## src/rtl/fss_pkg.sv

```systemverilog
// Package: shared types for the five-core fill scheduler.
// Assumes: nothing beyond the parameters of the modules that import it.
package fss_pkg;
    typedef enum logic [0:0] {
        FS_WAIT = 1'b0,
        FS_FILL = 1'b1
    } fill_state_e;
endpackage

```

## src/rtl/fss_fill_seq.sv

```systemverilog
// Module: fss_fill_seq
// Steps the shared memory port through the cores in a fixed rotation, one
// fill window of FILL_BEATS beats per core. A core is entered only when it
// is neither searching nor holding an unconsumed result of the same bank.
// Assumes: memory returns a beat in the same cycle it is requested.
module fss_fill_seq
    import fss_pkg::*;
#(
    parameter int NUM_CORES  = 5,
    parameter int FILL_BEATS = 34,
    parameter int IDX_W      = 8,
    parameter int STALL_W    = 16,
    localparam int CW        = $clog2(NUM_CORES),
    localparam int OW        = $clog2(FILL_BEATS)
) (
    input  logic                 clk,
    input  logic                 rst_n,
    input  logic                 run,
    input  logic [NUM_CORES-1:0] searching,
    input  logic [NUM_CORES-1:0] pend_even,
    input  logic [NUM_CORES-1:0] pend_odd,
    output logic                 req_valid,
    output logic [CW-1:0]        req_core,
    output logic [OW-1:0]        req_offset,
    output logic [IDX_W-1:0]     req_blk,
    output logic                 fill_last,
    output logic [STALL_W-1:0]   stall_cnt
);
    localparam logic [OW-1:0] LAST_BEAT = OW'(FILL_BEATS - 1);
    localparam logic [CW-1:0] LAST_CORE = CW'(NUM_CORES - 1);

    fill_state_e         state;
    logic [CW-1:0]       cur;
    logic [OW-1:0]       beat;
    logic [IDX_W-1:0]    blk;
    logic [STALL_W-1:0]  stall;
    logic [CW-1:0]       nxt_core;
    logic [IDX_W-1:0]    nxt_blk;
    logic                ok_cur;
    logic                ok_next;

    // A core may be filled for bank par only if idle and its bank slot is free.
    function automatic logic can_fill(input logic [CW-1:0] core, input logic par,
                                      input logic [NUM_CORES-1:0] srch,
                                      input logic [NUM_CORES-1:0] pe,
                                      input logic [NUM_CORES-1:0] po);
        logic res;
        res = 1'b0;
        for (int c = 0; c < NUM_CORES; c++) begin
            if (core == CW'(c)) res = !srch[c] && !(par ? po[c] : pe[c]);
        end
        return res;
    endfunction

    // Work out the following core, its block and whether both are free.
    always_comb begin
        nxt_core = (cur == LAST_CORE) ? '0 : cur + 1'b1;
        nxt_blk  = (cur == LAST_CORE) ? blk + 1'b1 : blk;
        ok_cur   = can_fill(cur, blk[0], searching, pend_even, pend_odd);
        ok_next  = can_fill(nxt_core, nxt_blk[0], searching, pend_even, pend_odd);
    end

    // Fill state machine: wait for a free core, then stream its window.
    always_ff @(posedge clk) begin
        if (!rst_n) begin
            state <= FS_WAIT;
            cur   <= '0;
            beat  <= '0;
            blk   <= '0;
            stall <= '0;
        end else begin
            case (state)
                FS_WAIT: begin
                    if (run) begin
                        if (ok_cur) begin
                            state <= FS_FILL;
                            beat  <= '0;
                        end else if (stall != '1) begin
                            stall <= stall + 1'b1;
                        end
                    end
                end
                default: begin
                    if (beat == LAST_BEAT) begin
                        beat  <= '0;
                        cur   <= nxt_core;
                        blk   <= nxt_blk;
                        state <= (run && ok_next) ? FS_FILL : FS_WAIT;
                    end else begin
                        beat <= beat + 1'b1;
                    end
                end
            endcase
        end
    end

    assign req_valid  = (state == FS_FILL);
    assign req_core   = cur;
    assign req_offset = beat;
    assign req_blk    = blk;
    assign fill_last  = (state == FS_FILL) && (beat == LAST_BEAT);
    assign stall_cnt  = stall;

    // inside a window offsets advance by one on the same core.
    p_offset_step_r2: assert property (@(posedge clk) disable iff (!rst_n)
        (req_valid && req_offset != '0) |->
            ($past(req_valid) && req_offset == $past(req_offset) + 1'b1
             && req_core == $past(req_core)));

    // a window that directly follows another serves the next core.
    p_core_order_r3: assert property (@(posedge clk) disable iff (!rst_n)
        (req_valid && req_offset == '0 && $past(req_valid)) |->
            ($past(req_offset) == LAST_BEAT &&
             req_core == (($past(req_core) == LAST_CORE) ? '0 : $past(req_core) + 1'b1)));

    // the stall count never goes backwards.
    p_stall_mono_r6: assert property (@(posedge clk) disable iff (!rst_n)
        stall_cnt >= $past(stall_cnt));
endmodule

```

## src/rtl/fss_core_track.sv

```systemverilog
// Module: fss_core_track
// Tracks which cores are searching and holds their reported results in two
// banks selected by block-index parity, so that a block's results can wait
// while the next block's cores are already refilled and searching.
// Assumes: a core reports at most once per start; stray reports are dropped.
module fss_core_track #(
    parameter int NUM_CORES = 5,
    parameter int SAD_W     = 16,
    parameter int MV_W      = 8,
    localparam int CW       = $clog2(NUM_CORES)
) (
    input  logic                         clk,
    input  logic                         rst_n,
    input  logic                         fill_last,
    input  logic [CW-1:0]                fill_core,
    input  logic                         fill_par,
    input  logic [NUM_CORES-1:0]         core_done,
    input  logic [NUM_CORES*SAD_W-1:0]   core_sad,
    input  logic [NUM_CORES*MV_W-1:0]    core_mvx,
    input  logic [NUM_CORES*MV_W-1:0]    core_mvy,
    input  logic                         sel_par,
    input  logic                         clr_fire,
    output logic [NUM_CORES-1:0]         searching,
    output logic [NUM_CORES-1:0]         pend_even,
    output logic [NUM_CORES-1:0]         pend_odd,
    output logic                         sel_full,
    output logic [NUM_CORES*SAD_W-1:0]   sel_sad,
    output logic [NUM_CORES*MV_W-1:0]    sel_mvx,
    output logic [NUM_CORES*MV_W-1:0]    sel_mvy
);
    logic [NUM_CORES-1:0]       core_par;
    logic [NUM_CORES*SAD_W-1:0] sad_e, sad_o;
    logic [NUM_CORES*MV_W-1:0]  mvx_e, mvx_o, mvy_e, mvy_o;

    // Search and bank-occupancy flags per core.
    always_ff @(posedge clk) begin
        if (!rst_n) begin
            searching <= '0;
            core_par  <= '0;
            pend_even <= '0;
            pend_odd  <= '0;
        end else begin
            if (clr_fire) begin
                if (sel_par) pend_odd  <= '0;
                else         pend_even <= '0;
            end
            for (int c = 0; c < NUM_CORES; c++) begin
                if (fill_last && fill_core == CW'(c)) begin
                    searching[c] <= 1'b1;
                    core_par[c]  <= fill_par;
                end else if (core_done[c] && searching[c]) begin
                    searching[c] <= 1'b0;
                    if (core_par[c]) pend_odd[c]  <= 1'b1;
                    else             pend_even[c] <= 1'b1;
                end
            end
        end
    end

    // Result payload capture into the bank of the block the core searched.
    always_ff @(posedge clk) begin
        for (int c = 0; c < NUM_CORES; c++) begin
            if (core_done[c] && searching[c]) begin
                if (core_par[c]) begin
                    sad_o[c*SAD_W +: SAD_W] <= core_sad[c*SAD_W +: SAD_W];
                    mvx_o[c*MV_W +: MV_W]   <= core_mvx[c*MV_W +: MV_W];
                    mvy_o[c*MV_W +: MV_W]   <= core_mvy[c*MV_W +: MV_W];
                end else begin
                    sad_e[c*SAD_W +: SAD_W] <= core_sad[c*SAD_W +: SAD_W];
                    mvx_e[c*MV_W +: MV_W]   <= core_mvx[c*MV_W +: MV_W];
                    mvy_e[c*MV_W +: MV_W]   <= core_mvy[c*MV_W +: MV_W];
                end
            end
        end
    end

    assign sel_full = sel_par ? (&pend_odd) : (&pend_even);
    assign sel_sad  = sel_par ? sad_o : sad_e;
    assign sel_mvx  = sel_par ? mvx_o : mvx_e;
    assign sel_mvy  = sel_par ? mvy_o : mvy_e;

    // a bank slot only fills from a done that ended a live search.
    for (genvar g = 0; g < NUM_CORES; g++) begin : g_chk
        p_pend_needs_search_r11: assert property (@(posedge clk) disable iff (!rst_n)
            ($rose(pend_even[g]) || $rose(pend_odd[g])) |->
                ($past(searching[g]) && $past(core_done[g])));
    end
endmodule

```

## src/rtl/fss_min_pick.sv

```systemverilog
// Module: fss_min_pick
// Combinational pick of the smallest SAD among the cores; on equal values
// the lowest core index is kept because only a strictly smaller value wins.
// Assumes: SAD values are unsigned.
module fss_min_pick #(
    parameter int NUM_CORES = 5,
    parameter int SAD_W     = 16,
    localparam int CW       = $clog2(NUM_CORES)
) (
    input  logic [NUM_CORES*SAD_W-1:0] sad_flat,
    output logic [CW-1:0]              win_core,
    output logic [SAD_W-1:0]           win_sad
);
    // Linear scan from the centre core outward.
    always_comb begin
        win_core = '0;
        win_sad  = sad_flat[SAD_W-1:0];
        for (int c = 1; c < NUM_CORES; c++) begin
            if (sad_flat[c*SAD_W +: SAD_W] < win_sad) begin
                win_sad  = sad_flat[c*SAD_W +: SAD_W];
                win_core = CW'(c);
            end
        end
    end
endmodule

```

## src/rtl/penta_fill_sched.sv

```systemverilog
// Module: penta_fill_sched (top)
// Shares one memory read port among five search cores by filling them in a
// fixed rotation, starts each core when its fill ends, and emits the best
// vector of each block once all cores have reported, tagged with its index.
// Assumes: memory data for a request is on strm_data in the request cycle.
module penta_fill_sched #(
    parameter int NUM_CORES  = 5,
    parameter int FILL_BEATS = 34,
    parameter int BEAT_BYTES = 34,
    parameter int SAD_W      = 16,
    parameter int MV_W       = 8,
    parameter int IDX_W      = 8,
    parameter int STALL_W    = 16,
    localparam int CW        = $clog2(NUM_CORES),
    localparam int OW        = $clog2(FILL_BEATS),
    localparam int DW        = BEAT_BYTES * 8
) (
    input  logic                        clk,
    input  logic                        rst_n,
    input  logic                        run,
    input  logic [DW-1:0]               strm_data,
    output logic                        req_valid,
    output logic [CW-1:0]               req_core,
    output logic [OW-1:0]               req_offset,
    output logic [IDX_W-1:0]            req_blk,
    output logic [NUM_CORES-1:0]        fill_we,
    output logic [DW-1:0]               fill_data,
    output logic [NUM_CORES-1:0]        core_start,
    input  logic [NUM_CORES-1:0]        core_done,
    input  logic [NUM_CORES*SAD_W-1:0]  core_sad,
    input  logic [NUM_CORES*MV_W-1:0]   core_mvx,
    input  logic [NUM_CORES*MV_W-1:0]   core_mvy,
    output logic [STALL_W-1:0]          stall_cnt,
    output logic                        best_valid,
    output logic [CW-1:0]               best_core,
    output logic [SAD_W-1:0]            best_sad,
    output logic [MV_W-1:0]             best_mvx,
    output logic [MV_W-1:0]             best_mvy,
    output logic [IDX_W-1:0]            best_idx
);
    logic                       fill_last;
    logic [NUM_CORES-1:0]       searching, pend_even, pend_odd;
    logic                       sel_full;
    logic [NUM_CORES*SAD_W-1:0] sel_sad;
    logic [NUM_CORES*MV_W-1:0]  sel_mvx, sel_mvy;
    logic [CW-1:0]              win_core;
    logic [SAD_W-1:0]           win_sad;
    logic [IDX_W-1:0]           sel_idx;

    fss_fill_seq #(
        .NUM_CORES(NUM_CORES), .FILL_BEATS(FILL_BEATS),
        .IDX_W(IDX_W), .STALL_W(STALL_W)
    ) u_seq (
        .clk(clk), .rst_n(rst_n), .run(run),
        .searching(searching), .pend_even(pend_even), .pend_odd(pend_odd),
        .req_valid(req_valid), .req_core(req_core), .req_offset(req_offset),
        .req_blk(req_blk), .fill_last(fill_last), .stall_cnt(stall_cnt)
    );

    fss_core_track #(
        .NUM_CORES(NUM_CORES), .SAD_W(SAD_W), .MV_W(MV_W)
    ) u_track (
        .clk(clk), .rst_n(rst_n),
        .fill_last(fill_last), .fill_core(req_core), .fill_par(req_blk[0]),
        .core_done(core_done), .core_sad(core_sad),
        .core_mvx(core_mvx), .core_mvy(core_mvy),
        .sel_par(sel_idx[0]), .clr_fire(sel_full),
        .searching(searching), .pend_even(pend_even), .pend_odd(pend_odd),
        .sel_full(sel_full), .sel_sad(sel_sad),
        .sel_mvx(sel_mvx), .sel_mvy(sel_mvy)
    );

    fss_min_pick #(
        .NUM_CORES(NUM_CORES), .SAD_W(SAD_W)
    ) u_pick (
        .sad_flat(sel_sad), .win_core(win_core), .win_sad(win_sad)
    );

    // One write enable per core, steered by the sequencer.
    for (genvar g = 0; g < NUM_CORES; g++) begin : g_we
        assign fill_we[g] = req_valid && (req_core == CW'(g));
    end
    assign fill_data = strm_data;

    // Start pulse to the core whose window just ended.
    always_ff @(posedge clk) begin
        if (!rst_n) begin
            core_start <= '0;
        end else begin
            for (int c = 0; c < NUM_CORES; c++) begin
                core_start[c] <= fill_last && (req_core == CW'(c));
            end
        end
    end

    // Register the chosen result and advance the block being collected.
    always_ff @(posedge clk) begin
        if (!rst_n) begin
            best_valid <= 1'b0;
            best_core  <= '0;
            best_sad   <= '0;
            best_mvx   <= '0;
            best_mvy   <= '0;
            best_idx   <= '0;
            sel_idx    <= '0;
        end else begin
            best_valid <= sel_full;
            if (sel_full) begin
                best_core <= win_core;
                best_sad  <= win_sad;
                best_mvx  <= sel_mvx[win_core*MV_W +: MV_W];
                best_mvy  <= sel_mvy[win_core*MV_W +: MV_W];
                best_idx  <= sel_idx;
                sel_idx   <= sel_idx + 1'b1;
            end
        end
    end

    // Checker state: index of the previous result.
    logic [IDX_W-1:0] chk_prev_idx;
    logic             chk_seen;
    always_ff @(posedge clk) begin
        if (!rst_n) begin
            chk_prev_idx <= '0;
            chk_seen     <= 1'b0;
        end else if (best_valid) begin
            chk_prev_idx <= best_idx;
            chk_seen     <= 1'b1;
        end
    end

    // results leave in consecutive block order.
    p_idx_step_r9: assert property (@(posedge clk) disable iff (!rst_n)
        (best_valid && chk_seen) |-> best_idx == chk_prev_idx + 1'b1);

    // a start pulse only follows the final beat of a window.
    p_start_after_fill_r4: assert property (@(posedge clk) disable iff (!rst_n)
        (core_start != '0) |-> ($past(fill_last) && $onehot(core_start)));
endmodule

```

## config.mk

```make
export PLATFORM = sky130hd
export DESIGN_NAME = penta_fill_sched
export DESIGN_NICKNAME = d
export VERILOG_FILES = /design/src/rtl/fss_pkg.sv /design/src/rtl/fss_fill_seq.sv /design/src/rtl/fss_core_track.sv /design/src/rtl/fss_min_pick.sv /design/src/rtl/penta_fill_sched.sv
export SDC_FILE = /design/constraint.sdc
export NUM_CORES = 1
export LEC_CHECK = 0
export ABC_AREA = 1
export BUFFER_PORTS_ARGS = -buffer_cell sky130_fd_sc_hd__buf_2
export CAP_MARGIN = 20
export CORE_AREA = 2 2 309 311
export CTS_BUF_LIST = sky130_fd_sc_hd__clkbuf_4 sky130_fd_sc_hd__clkbuf_8 sky130_fd_sc_hd__clkbuf_16
export CTS_CLUSTER_SIZE = 24
export DETAILED_ROUTE_END_ITERATION = 10
export DIE_AREA = 0 0 311 313
export GPL_TIMING_DRIVEN = 0
export PLACE_DENSITY = 0.39
export SETUP_SLACK_MARGIN = 0.1
export SYNTH_ARGS = -nofsm -noshare
export SYNTH_HDL_FRONTEND = slang
export SYNTH_SLANG_ARGS = --single-unit
```

## constraint.sdc

```tcl
create_clock -name clk -period 23.4 [get_ports clk]
set_input_delay 2.34 -clock clk [delete_from_list [all_inputs] [get_ports clk]]
set_output_delay 2.34 -clock clk [all_outputs]
set_load 0.05 [all_outputs]
```

* Word level (Yosys, flattened, before mapping) *
Index checks and enable logic that the tools add are counted.

operators by class
  add/sub/neg operators = 5
  $mul = 0
  divide/modulo/power cells = 0
  order comparisons = 4
  eq/ne operators = 10
  shifts and indexed selects = 2
  mux-type cells = 87
  bitwise logic cells = 7
  reduce and logical (&&, ||, !) cells = 67

operators with widths
  cell                     count
  $mux W40                 2
  $mux W80                 1
  $shiftx A40 B7 Y8        2
  $mux W1                  68
  $lt A16 B16 Y1           4
  $mux W16                 4
  $logic_and A1 B1 Y1      27
  $mux W6                  4
  $reduce_and A2 Y1        12
  $mux W5                  4
  $add A16 B1 Y16 const B  1
  $add A8 B1 Y8 const B    2
  $ne A16 B16 Y1 const B   1
  $logic_not A1 Y1         15
  $reduce_bool A2 Y1       7
  $eq A3 B2 Y1 const B     4
  $reduce_and A5 Y1        2
  $not A1 Y1               7
  $add A6 B1 Y6 const B    1
  $eq A3 B1 Y1 const B     2
  $eq A3 B3 Y1 const B     2
  $eq A6 B6 Y1 const B     1
  $logic_not A3 Y1         2
  $mux W3                  2
  other kinds (4)          5

word-level totals
  bits in registers = 431
  latch bits = 0
  bits in writable memories = 0
  memory bits (read-only) = 0
  input bits = 440
  output and inout port bits = 360
  logic and storage cells = 238
  memories kept = 0

* Longest topological paths before layout *
  depth in word-level cells = 14
  depth in mapped cells = 61
  gate-level depth less buffers = 54

* Modules after synthesis *
From an unflattened synthesis, not the netlist that was laid out.

unflattened totals
  cells, all modules = 2386
  area, all modules = 21805.9 µm²

by module, submodules not included
  module            instances  cells each  area an instance (µm²)  sequential area each (µm²)
  fss_core_track    1          977         12542.0                 10009.6
  penta_fill_sched  1          671         4770.8                  1141.1
  fss_min_pick      1          403         2253.4                  0.0
  fss_fill_seq      1          335         2239.6                  680.7

* Least setup slack after synthesis *
OpenSTA, ideal clock, no wires.

  path type = flip-flop to flip-flop
  from = register sel_idx[0]
  to = register best_mvx[0]
  setup time = 0.113 ns
  arrival time = 7.417 ns
  data required time = 23.287 ns
  setup slack = 15.870 ns
  cell stages (with the launch flop) = 44
  path buffers = 9
  period minus slack after synthesis = 7.530 ns
  cell sequence = dfxtp_1 buf_4 clkbuf_1 clkbuf_1 mux2i_1 ha_1 a21oi_1 o21ai_0 a21oi_1 nand2_2 buf_6 clkbuf_1 o21ai_0 ha_1 a21oi_1 o21ai_0 nand3_1 a21oi_1 [... 8 more ...] nor2_1 a211oi_1 o221a_2 nand2_2 clkbuf_1 o21ai_0 ha_1 a21oi_1 nor2_1 a2111oi_0 nand2_2 nand2_4 inv_2 buf_6 nand2_1 nand3_1 nand3_1 nand2_1

on the way
  cells in the longest elaborated chain, start to end = 10
  elaborated cells on any way between the ends = 15
  classes of those cells = order compare (4); shift (1); mux (10)

ends and longest elaborated chain
  element                 line                     source
  from (decl)             penta_fill_sched.sv:48   logic [IDX_W-1:0] sel_idx;
  from (signal assigned)  penta_fill_sched.sv:114  sel_idx <= sel_idx + 1'b1;
  $mux W80                fss_core_track.sv:78     assign sel_sad = sel_par ? sad_o : sad_e;
  $lt A16 B16 Y1          fss_min_pick.sv:19       if (sad_flat[c*SAD_W +: SAD_W] < win_sad) begin
  $mux W16                fss_min_pick.sv:19
  $lt A16 B16 Y1          fss_min_pick.sv:19
  $mux W16                fss_min_pick.sv:19
  $lt A16 B16 Y1          fss_min_pick.sv:19
  $mux W16                fss_min_pick.sv:19
  $lt A16 B16 Y1          fss_min_pick.sv:19
  $mux W3                 fss_min_pick.sv:19
  $shiftx A40 B7 Y8       penta_fill_sched.sv:111  best_mvx <= sel_mvx[win_core*MV_W +: MV_W];
  to (signal assigned)    penta_fill_sched.sv:111
  to (decl)               penta_fill_sched.sv:37   output logic [MV_W-1:0] best_mvx,

Several ways; a longest one is shown, not always the timed one.
A chain may end at the register's enable or synchronous reset.

* Final worst setup path *
  from = register sel_idx[0]
  to = register best_mvx[6]

The elaborated chain is that of the path after synthesis.

==> run summary <==
YS warnings: 0
Rows: 113
first-pass GRT wire length: 154000 um
drt first pass iters: 6
die area: 0.0973 sq mm
Max Slew Vio Count: 0
cts bufs inserted: 52
CTS tree: done
Worst Path Class, Setup: flip-flop to flip-flop
Post-Synthesis Cells: 2086
RSZ-0062 raised after global routing: false
DRT iter0 DRCs: 1338
Root Driver: clkbuf_16
htree depth: 2
delay-heaviest family, CP: compound AO/OA/AOI/OAI gates
largest net degree at the start of global routing: 27
worst path bufs/invs: 9
Req. time, crit path: 23.98 ns
Worst-path clk slew: 0.07 ns
post-route clock skew: 0.0340 ns
final net count: 3185
CP max FO: 10
Core ar.: 0.0942 sq mm
vias post-DR: 17600
post-synthesis sequential area ratio: 57.1%
flop-to-flop setup slack: 11.90 ns
vias in the first global route: 17300
mapped cell area: 0.0207 sq mm
total setup buffers inserted after CTS: 0
Unique masters post-synth: 38
Die H: 313 um
DRC viols: 0
syn_area_per_cell: 9.93 sq um
area delta synth->final: 30.5%
CTS resizes: 0
max-cap violations: 0
post-route clock period utilization: 49.1%
Final Cell Area: 0.0270 sq mm
slew margin rel.: 30.2%
RD Place Congestion: 1.07
setup TNS: 0 ns
insertion delay to the later sink of the worst-skew pair: 0.63 ns
Die Width: 311 um
clk buf depth: 3
Worst path slowest cell: clkbuf_1
maximum clock rate: 0.0870 GHz
slowest stage delay, CP: 0.79 ns
total I/O pin count: 800
Clock Sinks: 431
min Tclk post-route: 11.50 ns
crit-path most repeated cell: clkbuf_1
maximum VDD drop: 0.0470 mV
Worst Hold Class: flip-flop to flip-flop
flops & latches, synth: 431
P_leak: 11.5 nW
Hold Violations, Final: 0
Port Buf Inserts: 527
initial antenna violation count: 76
hold buffer count at cts: 0
post-DR wirelength/cell: 29.1 um
crit path DAT: 12.08 ns
Crit. End Element: flip-flop
gr ovfl total: 0
placed inst area: 0.0252 sq mm
Syn Nets: 2593
layout cells sized above 1: 34.8%
Total GRT Usage: 23.2%
Setup Viol. Count Final: 0
Fill cells: 10100
DR vias/cell: 4.38
DP Wirelength: 101000 um
outcome: finished, final reports clean
final antenna-violating net count: 0
Initial Utilization: 22.0%
Power Density: 67.8 mW/mm^2
CP Launch Type: flip-flop
worst slew pin tran: 1.05 ns
final wirelength: 117000 um
-- kinds of logic (layout without fill, tap and decap cells) --
kind of cell,count (synthesis),in the layout,synth area share [%]
adder cells (fa/ha/maj),67,67,4.05
AO/OA/AOI/OAI,245,245,6.31
AND/OR/NAND/NOR,830,830,16.3
other,0,23,0
XOR/XNOR,3,3,0.127
flip-flops,431,431,57.1
multiplexers,54,54,2.61
buffers and inverters,456,1091,13.5
-- flip-flops by register name, summed over array words and instances, names as in the netlist, 16 cells and up --
signal,cells
u_track.mvy_e,40
u_track.mvx_e,40
u_track.sad_o,80
u_track.mvy_o,40
u_track.sad_e,80
best_sad,16
u_track.mvx_o,40
u_seq.stall_cnt,16
-- path summary, 6_finish.rpt --
check / startpoint / end / cells after the start
max: sel_idx[0] / best_mvx[6] / 42
min: u_seq.req_blk[7] / u_seq.req_blk[7] / 1
max reg2reg: sel_idx[0] / best_mvx[6] / 42
min reg2reg: u_seq.req_blk[7] / u_seq.req_blk[7] / 1
-- layout by cell type, fill, tap and decap left out, drive strengths merged, types with 2 or more instances in the layout --
master	n
ha	67
a31oi	8
clkbuf	122
buf	833
bufinv	2
o21ai	138
and3	2
a211oi	10
xor2	2
or2	10
a21oi	76
nor4	6
nand3b	2
nor3	21
nand2	613
clkinv	17
o21a	4
nand3	95
dfxtp	111
a2111oi	4
inv	117
mux2i	54
edfxtp	320
diode	23
nor3b	3
nand4	7
nor2	71
-- through the flow --
| step | hold slack (ns) | cells | setup WS, ns | power (mW) | utilization (%) |
|---|---|---|---|---|---|
| 2_1_floorplan | 0.445 | 2086 | 15.87 | 0.968 | - |
| 3_3_place_gp | 0.440 | 3878 | 11.81 | 1.03 | 26.5 |
| 3_5_place_dp | 0.443 | 3889 | 11.70 | 1.03 | 26.8 |
| 4_1_cts | 0.453 | 3986 | 11.67 | 1.86 | 28.6 |
| 5_1_grt | 0.481 | 3989 | 10.97 | 1.89 | 28.6 |
| 6_report | 0.451 | 4009 | 11.90 | 1.83 | 28.7 |
-- power by group --
part	internal (mW)	switching, mW	leakage [nW]
Sequential	0.820	0.000615	3.77
Combinational	0.0565	0.141	6.81
Clock	0.479	0.336	0.874
Total	1.36	0.477	11.5
-- routing by layer --
| layer | share of wire [%] | up-vias | global-route usage [%] |
|---|---|---|---|
| met5 | 0.31 | - | 0 |
| met4 | 1.6 | 40 | 3.88 |
| met3 | 9.2 | 171 | 8.10 |
| met2 | 47 | 816 | 38.5 |
| met1 | 42 | 8543 | 29.6 |
| li1 | - | 7982 | - |
-- cell usage after synthesis --
| cell type | count | area [sq um] |
|---|---|---|
| nand2_1 | 605 | 2270 |
| edfxtp_1 | 320 | 9610 |
| buf_4 | 275 | 2060 |
| dfxtp_1 | 111 | 2220 |
| inv_1 | 110 | 413 |
| o21ai_0 | 100 | 500 |
| nand3_1 | 95 | 475 |
| a21oi_1 | 76 | 380 |
| nor2_1 | 71 | 267 |
| ha_1 | 67 | 838 |
| mux2i_1 | 54 | 541 |
| clkbuf_1 | 45 | 169 |
| o21ai_1 | 38 | 190 |
| nor3_1 | 21 | 105 |
| a211oi_1 | 10 | 75.1 |
| or2_2 | 10 | 62.6 |
| a31oi_1 | 8 | 50.1 |
| buf_1 | 8 | 30.0 |
| buf_6 | 7 | 78.8 |
| nand2_2 | 7 | 43.8 |
| nand4_1 | 7 | 43.8 |
| nor4_1 | 6 | 37.5 |
| buf_2 | 5 | 25.0 |
| a2111oi_0 | 4 | 35.0 |
| inv_2 | 4 | 15.0 |
| o21a_1 | 4 | 30.0 |
| nor3b_1 | 3 | 22.5 |
| and3_1 | 2 | 12.5 |
| clkinv_1 | 2 | 7.51 |
| nand3b_1 | 2 | 15.0 |
| xor2_1 | 2 | 17.5 |
| a311oi_1 | 1 | 8.76 |
| a41oi_1 | 1 | 8.76 |
| nand2_4 | 1 | 11.3 |
| o2111ai_1 | 1 | 8.76 |
| o211ai_1 | 1 | 7.51 |
| o221a_2 | 1 | 11.3 |
| xnor2_1 | 1 | 8.76 |
-- cell type report --
cell class                 instances  area, sq um  area share (%)
clock buffer                      77         1530            5.67
sequential                       431        11800            43.8
antenna                           23         57.6           0.213
timing repair buffer             538         2850            10.6
multi-input combinational       1199         6150            22.8
tap                             1265         1580            5.86
inverter                         116          435            1.61
clock inverter                    20          214           0.792
buffer                           340         2370            8.76
No activity file was read; power rests on OpenSTA's default activity.
